$ cat src/rtl/psw_pkg.sv
package psw_pkg;

  // Strobes the control sends to the datapath
  typedef struct packed {
    logic clrOcTimer;
    logic clrRvTimer;
  } pswStrobes_t;

  typedef enum logic {
    TH_RUN = 1'b0,
    TH_OFF = 1'b1
  } thermState_t;

  // Bit positions inside the synchronizer bank
  localparam int IDX_EN    = 0;
  localparam int IDX_UVLO  = 1;
  localparam int IDX_OC    = 2;
  localparam int IDX_RV    = 3;
  localparam int IDX_HOTLO = 4;
  localparam int IDX_HOTHI = 5;
  localparam int IDX_COOL  = 6;
  localparam int NUM_FLAGS = 7;

endpackage

$ cat src/rtl/psw_sync.sv
module psw_sync #(
  parameter int WIDTH  = 7,
  parameter int STAGES = 2
) (
  input  logic             clk,
  input  logic             rstN,
  input  logic [WIDTH-1:0] asyncIn,
  output logic [WIDTH-1:0] syncOut
);

  logic [WIDTH-1:0] stage [STAGES];

  generate
    for (genvar s = 0; s < STAGES; s++) begin : g_stage
      if (s == 0) begin : g_first
        always_ff @(posedge clk or negedge rstN) begin
          if (!rstN) stage[s] <= '0;
          else       stage[s] <= asyncIn;
        end
      end else begin : g_next
        always_ff @(posedge clk or negedge rstN) begin
          if (!rstN) stage[s] <= '0;
          else       stage[s] <= stage[s-1];
        end
      end
    end
  endgenerate

  assign syncOut = stage[STAGES-1];

endmodule

$ cat src/rtl/psw_qual_timer.sv
module psw_qual_timer #(
  parameter int QUAL_CYC = 7500
) (
  input  logic clk,
  input  logic rstN,
  input  logic clr,
  input  logic rawIn,
  output logic qualOut
);

  localparam int CW = $clog2(QUAL_CYC + 1);
  localparam logic [CW-1:0] LAST = CW'(QUAL_CYC - 1);

  logic [CW-1:0] runLen;
  logic          qualState;
  logic          differs;

  assign differs = rawIn != qualState;

  always_ff @(posedge clk or negedge rstN) begin
    if (!rstN) begin
      runLen    <= '0;
      qualState <= 1'b0;
    end else if (clr) begin
      runLen    <= '0;
      qualState <= 1'b0;
    end else if (!differs) begin
      runLen <= '0;
    end else if (runLen == LAST) begin
      runLen    <= '0;
      qualState <= rawIn;
    end else begin
      runLen <= runLen + 1'b1;
    end
  end

  assign qualOut = qualState;

endmodule

$ cat src/rtl/psw_datapath.sv
module psw_datapath
  import psw_pkg::*;
#(
  parameter int OC_QUAL_CYC = 7500,
  parameter int RV_QUAL_CYC = 4000,
  parameter int SYNC_STAGES = 2
) (
  input  logic        clk,
  input  logic        rstN,
  input  logic        enableIn,
  input  logic        uvloIn,
  input  logic        limitIn,
  input  logic        reverseIn,
  input  logic        hotLowIn,
  input  logic        hotHighIn,
  input  logic        coolIn,
  input  pswStrobes_t strobes,
  output logic        enSync,
  output logic        uvloSync,
  output logic        ocSync,
  output logic        rvSync,
  output logic        hotLowSync,
  output logic        hotHighSync,
  output logic        coolSync,
  output logic        ocQual,
  output logic        rvQual
);

  logic [NUM_FLAGS-1:0] rawBank;
  logic [NUM_FLAGS-1:0] syncBank;

  always_comb begin
    rawBank            = '0;
    rawBank[IDX_EN]    = enableIn;
    rawBank[IDX_UVLO]  = uvloIn;
    rawBank[IDX_OC]    = limitIn;
    rawBank[IDX_RV]    = reverseIn;
    rawBank[IDX_HOTLO] = hotLowIn;
    rawBank[IDX_HOTHI] = hotHighIn;
    rawBank[IDX_COOL]  = coolIn;
  end

  psw_sync #(
    .WIDTH (NUM_FLAGS),
    .STAGES(SYNC_STAGES)
  ) u_sync (
    .clk    (clk),
    .rstN   (rstN),
    .asyncIn(rawBank),
    .syncOut(syncBank)
  );

  assign enSync      = syncBank[IDX_EN];
  assign uvloSync    = syncBank[IDX_UVLO];
  assign ocSync      = syncBank[IDX_OC];
  assign rvSync      = syncBank[IDX_RV];
  assign hotLowSync  = syncBank[IDX_HOTLO];
  assign hotHighSync = syncBank[IDX_HOTHI];
  assign coolSync    = syncBank[IDX_COOL];

  psw_qual_timer #(
    .QUAL_CYC(OC_QUAL_CYC)
  ) u_ocTimer (
    .clk    (clk),
    .rstN   (rstN),
    .clr    (strobes.clrOcTimer),
    .rawIn  (ocSync),
    .qualOut(ocQual)
  );

  psw_qual_timer #(
    .QUAL_CYC(RV_QUAL_CYC)
  ) u_rvTimer (
    .clk    (clk),
    .rstN   (rstN),
    .clr    (strobes.clrRvTimer),
    .rawIn  (rvSync),
    .qualOut(rvQual)
  );

endmodule

$ cat src/rtl/psw_control.sv
module psw_control
  import psw_pkg::*;
(
  input  logic        clk,
  input  logic        rstN,
  input  logic        enSync,
  input  logic        uvloSync,
  input  logic        ocSync,
  input  logic        hotLowSync,
  input  logic        hotHighSync,
  input  logic        coolSync,
  input  logic        ocQual,
  input  logic        rvQual,
  output pswStrobes_t strobes,
  output logic        thermOff,
  output logic        tripNow,
  output logic        switchOn,
  output logic        faultN
);

  thermState_t thState, thNext;
  logic        anyFault;

  // Lower trip counts only while limiting; upper trip always counts
  assign tripNow = hotHighSync | (hotLowSync & ocSync);

  always_comb begin
    thNext = thState;
    if (!enSync) begin
      thNext = TH_RUN;
    end else begin
      case (thState)
        TH_RUN:  if (tripNow) thNext = TH_OFF;
        TH_OFF:  if (coolSync && !tripNow) thNext = TH_RUN;
        default: thNext = TH_RUN;
      endcase
    end
  end

  always_ff @(posedge clk or negedge rstN) begin
    if (!rstN) thState <= TH_RUN;
    else       thState <= thNext;
  end

  assign thermOff = thState == TH_OFF;

  always_comb begin
    strobes            = '0;
    strobes.clrOcTimer = !enSync;
    strobes.clrRvTimer = !enSync;
  end

  assign anyFault = ocQual | rvQual | thermOff | tripNow;
  assign faultN   = !(enSync && anyFault);
  assign switchOn = enSync && !uvloSync && !rvQual && !thermOff && !tripNow;

endmodule

$ cat src/rtl/psw_supervisor.sv
module psw_supervisor
  import psw_pkg::*;
#(
  parameter int OC_QUAL_CYC = 7500,
  parameter int RV_QUAL_CYC = 4000,
  parameter int SYNC_STAGES = 2
) (
  input  logic clk,
  input  logic rstN,
  input  logic enableIn,
  input  logic uvloIn,
  input  logic limitIn,
  input  logic reverseIn,
  input  logic hotLowIn,
  input  logic hotHighIn,
  input  logic coolIn,
  output logic switchOn,
  output logic faultN
);

  pswStrobes_t strobes;
  logic enSync, uvloSync, ocSync, rvSync;
  logic hotLowSync, hotHighSync, coolSync;
  logic ocQual, rvQual, thermOff, tripNow;

  psw_datapath #(
    .OC_QUAL_CYC(OC_QUAL_CYC),
    .RV_QUAL_CYC(RV_QUAL_CYC),
    .SYNC_STAGES(SYNC_STAGES)
  ) u_dp (
    .clk        (clk),
    .rstN       (rstN),
    .enableIn   (enableIn),
    .uvloIn     (uvloIn),
    .limitIn    (limitIn),
    .reverseIn  (reverseIn),
    .hotLowIn   (hotLowIn),
    .hotHighIn  (hotHighIn),
    .coolIn     (coolIn),
    .strobes    (strobes),
    .enSync     (enSync),
    .uvloSync   (uvloSync),
    .ocSync     (ocSync),
    .rvSync     (rvSync),
    .hotLowSync (hotLowSync),
    .hotHighSync(hotHighSync),
    .coolSync   (coolSync),
    .ocQual     (ocQual),
    .rvQual     (rvQual)
  );

  psw_control u_ctl (
    .clk        (clk),
    .rstN       (rstN),
    .enSync     (enSync),
    .uvloSync   (uvloSync),
    .ocSync     (ocSync),
    .hotLowSync (hotLowSync),
    .hotHighSync(hotHighSync),
    .coolSync   (coolSync),
    .ocQual     (ocQual),
    .rvQual     (rvQual),
    .strobes    (strobes),
    .thermOff   (thermOff),
    .tripNow    (tripNow),
    .switchOn   (switchOn),
    .faultN     (faultN)
  );

endmodule

$ cat config.mk
export PLATFORM = sky130hd
export DESIGN_NAME = psw_supervisor
export DESIGN_NICKNAME = d
export VERILOG_FILES = /design/src/rtl/psw_pkg.sv /design/src/rtl/psw_sync.sv /design/src/rtl/psw_qual_timer.sv /design/src/rtl/psw_datapath.sv /design/src/rtl/psw_control.sv /design/src/rtl/psw_supervisor.sv
export SDC_FILE = /design/constraint.sdc
export NUM_CORES = 1
export LEC_CHECK = 0
export ABC_AREA = 1
export BUFFER_PORTS_ARGS = -buffer_cell sky130_fd_sc_hd__buf_2
export CORE_MARGIN = 8
export CORE_UTILIZATION = 56
export CTS_BUF_LIST = sky130_fd_sc_hd__clkbuf_2
export DETAILED_ROUTE_END_ITERATION = 6
export PLACE_DENSITY_LB_ADDON = 0.25
export SLEW_MARGIN = 25
export SYNTH_ARGS = -nofsm -noshare
export SYNTH_HDL_FRONTEND = slang
export SYNTH_HIERARCHICAL = 1
export SYNTH_SLANG_ARGS = --single-unit
$ cat constraint.sdc
create_clock -name clk -period 1.5 [get_ports clk]
set_clock_uncertainty 0.15 [all_clocks]
set_input_delay 0.075 -clock clk [delete_from_list [all_inputs] [get_ports clk]]
set_output_delay 0.075 -clock clk [all_outputs]
set_load 0.005 [all_outputs]
# After elaboration in Yosys (flattened, before gate mapping)
# Index checks and enable logic that the tools add are counted.
# op_classes
n_eq_ne	8
reduce_logical	13
addsub	2
n_mux	16
bitwise	6
# ops
cell	n
$mux 13	3
$mux 12	3
$add 13x1->13 const B	1
$eq 13x13->1 const B	1
$add 12x1->12 const B	1
$eq 12x12->1 const B	1
$mux 1	9
$ne 2x2->1 const B	4
$logic_and 1x1->1	6
$logic_not 1->1	5
$or 1x1->1	4
$reduce_and 2->1	2
$ne 1x1->1	2
$pmux 1 s2	1
$and 1x1->1	1
$not 1->1	1
# word_totals
inputBits	9
register_bits	42
output_inout_bits	2

# Longest topological paths before layout
# logic_depth
ltp_word	7
depth_mapped	8

# By module
# Netlist, hierarchy kept.
# by_module_without_submodules
mod	instances	cells_each	area_each_um2	seq_area_each_um2
psw_qual_timer at u_dp.u_ocTimer	1	109	852.1	350.3
psw_qual_timer at u_dp.u_rvTimer	1	90	701.9	325.3
psw_sync	1	21	402.9	350.3
psw_control	1	16	92.6	25.0

# Worst setup path before layout
# No wires, ideal clock.
# synth_path
path_kind	register to register
start	reg u_dp.u_rvTimer.runLen[0]
end	reg u_dp.u_rvTimer.runLen[5]
stages_incl_launch_ff	8
arrival_ps	1149
path_slack_ps	82
n_path_buf	1
t_required_ps	1231
cell_sequence	dfrtp_1 > ha_1 > nand2_2 > nor2_4 > nand3_2 > nand3_2 > buf_6 > nor2_1
# synth_via
elab_chain_len	4
# synth_lines
item	line	text
start: declaration	psw_qual_timer.sv:14	logic [CW-1:0] runLen;
start signal: assignment	psw_qual_timer.sv:33	runLen <= runLen + 1'b1;
$add 12x1->12 or $eq 12x12->1 (tied branches)	psw_qual_timer.sv:33, psw_qual_timer.sv:29	
$mux 12 *	psw_qual_timer.sv:29	end else if (runLen == LAST) begin
$mux 12 *	psw_qual_timer.sv:27	end else if (!differs) begin
$mux 12 *	psw_qual_timer.sv:24	end else if (clr) begin
# Mark *: on every way between the ends. The rest lies on a longest branch, timed or not.
# A chain may end at the register's enable or synchronous reset.

# Final worst setup path
# layout_path
start	reg u_dp.u_rvTimer.qualState, in the netlist u_dp/u_rvTimer/qualOut
end	out switchOn
# layout_via
elab_chain_len	4
# layout_lines
item	line	text
start: declaration	psw_qual_timer.sv:15	logic qualState;
start signal: assignment	psw_qual_timer.sv:31	qualState <= rawIn;
$logic_not 1->1	psw_control.sv:55	assign switchOn = enSync && !uvloSync && !rvQual && !thermOff && !tripNow;
$logic_and 1x1->1 (3 in series)	psw_control.sv:55	
end: declaration	psw_supervisor.sv:17	output logic switchOn,
# Every way passes these cells.

==> metrics.yaml <==
drt:
  routed.top_layer: "met4"
  drt_pre_antenna_iters: 4
  ant_nets: 0
  drt-met1-wl_um: 1560
  dr_wl_met2_um: 1890
  drt_iter0_drc: 96
  wl_um: 3640
  wl_met3_um: 123
  num_vias: 1520
  drc: 0
  viasPerCell: 4.83
  wl_per_cell_um: 11.6
pwr:
  p_total_w: 0.00183
  leakagePower_nw: 1.03
  ir_worst_vdd_mv: 0.680
  powerDensity_nw_per_um2: 761
global_route:
  grt_overflow: 0
  grt_max_degree: 27
  antenna_found_initial: 0
  grt_pass1_vias: 1462
  grt_pass1_wl_um: 6330
  grt_usage_pct: 13.3
hold_path:
  hp-class: "input pin to flop"
  hold_end: "u_dp/u_sync/stage[7]"
  min_path_cells: 2
  hold_start: "enableIn"
floorplan:
  die_w_um: 76.5
  die_h_um: 76.5
  start_util_pct: 57.3
  die_area_um2: 5850
  rows: 22
  coreArea_um2: 3580
  io-pin-count: 11
worst_setup_path:
  critical_path.cell_chain: "nor2_1, nand3_1, nor2_2, buf_2"
  crit_path_max_incr_delay_ps: 460
  crit_arrival_ps: 1300
  critPathLaunch: "u_dp/u_rvTimer/qualOut"
  path_buf_inv: 1
  reg2reg_from: "u_dp/u_sync/syncOut[2]"
  r2r_slack_ps: 30
  cp_top_family: "flip-flops"
  r2r_cells: 6
  required_ps: 1270
  crit_slowest_cell: "dfrtp_1"
  path_depth: 4
  path_class: "flop to output port"
  end_kind: "output port"
  critPathMaxFanout: 3
  crit-reg2reg-capture: "u_dp/u_ocTimer/runLen[9]"
  critPathLaunchType: "flop"
sta:
  max_slew_margin_pct: 53.5
  drv_slew: 0
  finalHoldViolations: 0
  tightest_slew_ps: 695
  period_minus_slack_ps: 1530
  rsz0062_at_grt: "true"
  timing.final.crit_share_pct: 102
  setup_viol_count_final: 1
  fin_setup_tns_ps: -28.7
  max_freq_mhz: 654
  fin_ws_ps: -28.7
clock_tree:
  cts.clk_slew.worst_paths_ps: 230
  clock_latency_ps: 430
  cts_sinks: 42
  root_buffer: "clkbuf_2"
  htree_num_levels: 2
  cts_made_buffers: 5
  tritoncts: "built"
  cts_buffer_depth: 2
yosys:
  syn_inst: 236
  synth-seq-cells: 42
  synth_warnings: 6
  yosys.area.top_type: "dfrtp_1"
  synth_common_cells: "nand2_1 (46), nor2_1 (45), dfrtp_1 (42), inv_1 (28), nand3_1 (15)"
  synth_seq_area_share_pct: 51.3
  synth_area_leaders: "dfrtp_1 (51%), nand2_1 (8.4%), nor2_1 (8.2%)"
  yosysMostFrequentCell: "nand2_1"
  syn_area_um2: 2050
  yosysUniqueCellTypes: 24
  synth_ff_type: "dfrtp_1"
  synth_top_area_share_pct: 51.3
  synth_nets: 247
  async_flop_share_pct: 100
  syn_avg_cell_area_um2: 8.68
  synth-edff-count: 0
layout:
  fill_cells: 305
  final_layout_size_suffix_gt1_share_pct: 25.5
  fin_area_um2: 2400
  fin_util_pct: 67.2
  finalNetCount: 277
  num_antenna_cells: 0
  syn2layout_area_growth_pct: 17.3
placed_design:
  numPortBuffers: 10
  gp_congestion: 0.901
  dp_hpwl_um: 2530
  placed_cell_area_um2: 2140
  dp_slack_ps: 0.680
status:
  status: "finished with violations"
  violations: "negative setup slack"
run:
  cap_violations: 0
[power by group]
group | total, W | internal, W | switching, W
combinational | 0.000135 | 0.0000621 | 0.0000724
sequential | 0.00117 | 0.00116 | 0.0000104
clock | 0.000526 | 0.000123 | 0.000403
[worst max path at each step]
| stage | endpoint | slack (ps) |
|---|---|---|
| after floorplan | u_dp/u_rvTimer/runLen[5] | 80 |
| after global placement | u_dp/u_rvTimer/runLen[7] | 80 |
| after detailed placement | u_dp/u_rvTimer/runLen[10] | 0.7 |
| after CTS | switchOn | -50 |
| after global routing | switchOn | -170 |
| final | switchOn | -30 |
[worst reg2reg max path, cell delays in order (launching register included)]
cell,delay [ps]
dfrtp_1,450
buf_4,140
buf_4,140
a21oi_4,210
buf_6,150
nand3_1,80
nor2_1,100
[state kept, by name, indices dropped and copies added (netlist names)]
signal and cells:
u_dp/u_ocTimer/qualOut 1, u_dp/u_rvTimer/runLen 12, u_dp/u_sync/syncOut 7, u_ctl/thermOff 1, u_dp/u_sync/stage 7, u_dp/u_rvTimer/qualOut 1, u_dp/u_ocTimer/runLen 13
[placed cells by master, fill, tap and decap left out, drive strengths merged]
cell / netlist / final
a31o: 1 / 1
xnor2: 3 / 3
buf: 9 / 21
nor3: 1 / 1
o21ai: 1 / 1
dlygate4sd3: 0 / 10
xor2: 7 / 7
inv: 29 / 30
clkbuf: 0 / 5
nand4: 5 / 5
nor2: 59 / 59
nand2: 54 / 54
ha: 2 / 2
o21bai: 3 / 3
nand3: 18 / 19
a21oi: 2 / 2
dfrtp: 42 / 42
clkinvlp: 0 / 1
clkinv: 0 / 1
[stage by stage]
step	cells	hold slack, ps
floorplan	236	-371
global placement	290	-136
detailed placement	290	-132
CTS	312	88.1
global route	315	79.5
finish	315	114
[timing repair]
action / 4_1_cts / 5_1_grt
setup endpoints to repair: 11 / 23
hold buffers: 10 / 0
pin swaps: 1 / 5
setup buffers: 4 / 2
cloned: 0 / 1
hold endpoints to repair: 49 / 0
gates resized for setup: 1 / 13
[cell type report]
type	count	area (um2)	share of cell area [%]
clock buffer	5	25.0	1.04
clock inverter	3	25.0	1.04
inverter	29	109	4.53
multi-input combinational	157	886	36.8
sequential	42	1050	43.7
tap	48	60.1	2.50
timing repair buffer	31	249	10.4
[kinds of logic after synthesis]
| kind of cell | synth area share, % |
|---|---|
| AND/OR/NAND/NOR | 31.6 |
| flip-flops | 51.3 |
| buffers and inverters | 8.79 |
| XOR/XNOR | 4.27 |
| AO/OA/AOI/OAI | 2.81 |
| adder cells (fa/ha/maj) | 1.22 |
[per-layer routing]
layer	GRT usage, %	vias to the layer above
li1	-	780
met1	15.0	715
met2	22.7	19
met3	3.89	6
met4	6.15	0
met5	0	-
(Power assumes the default switching activity.)
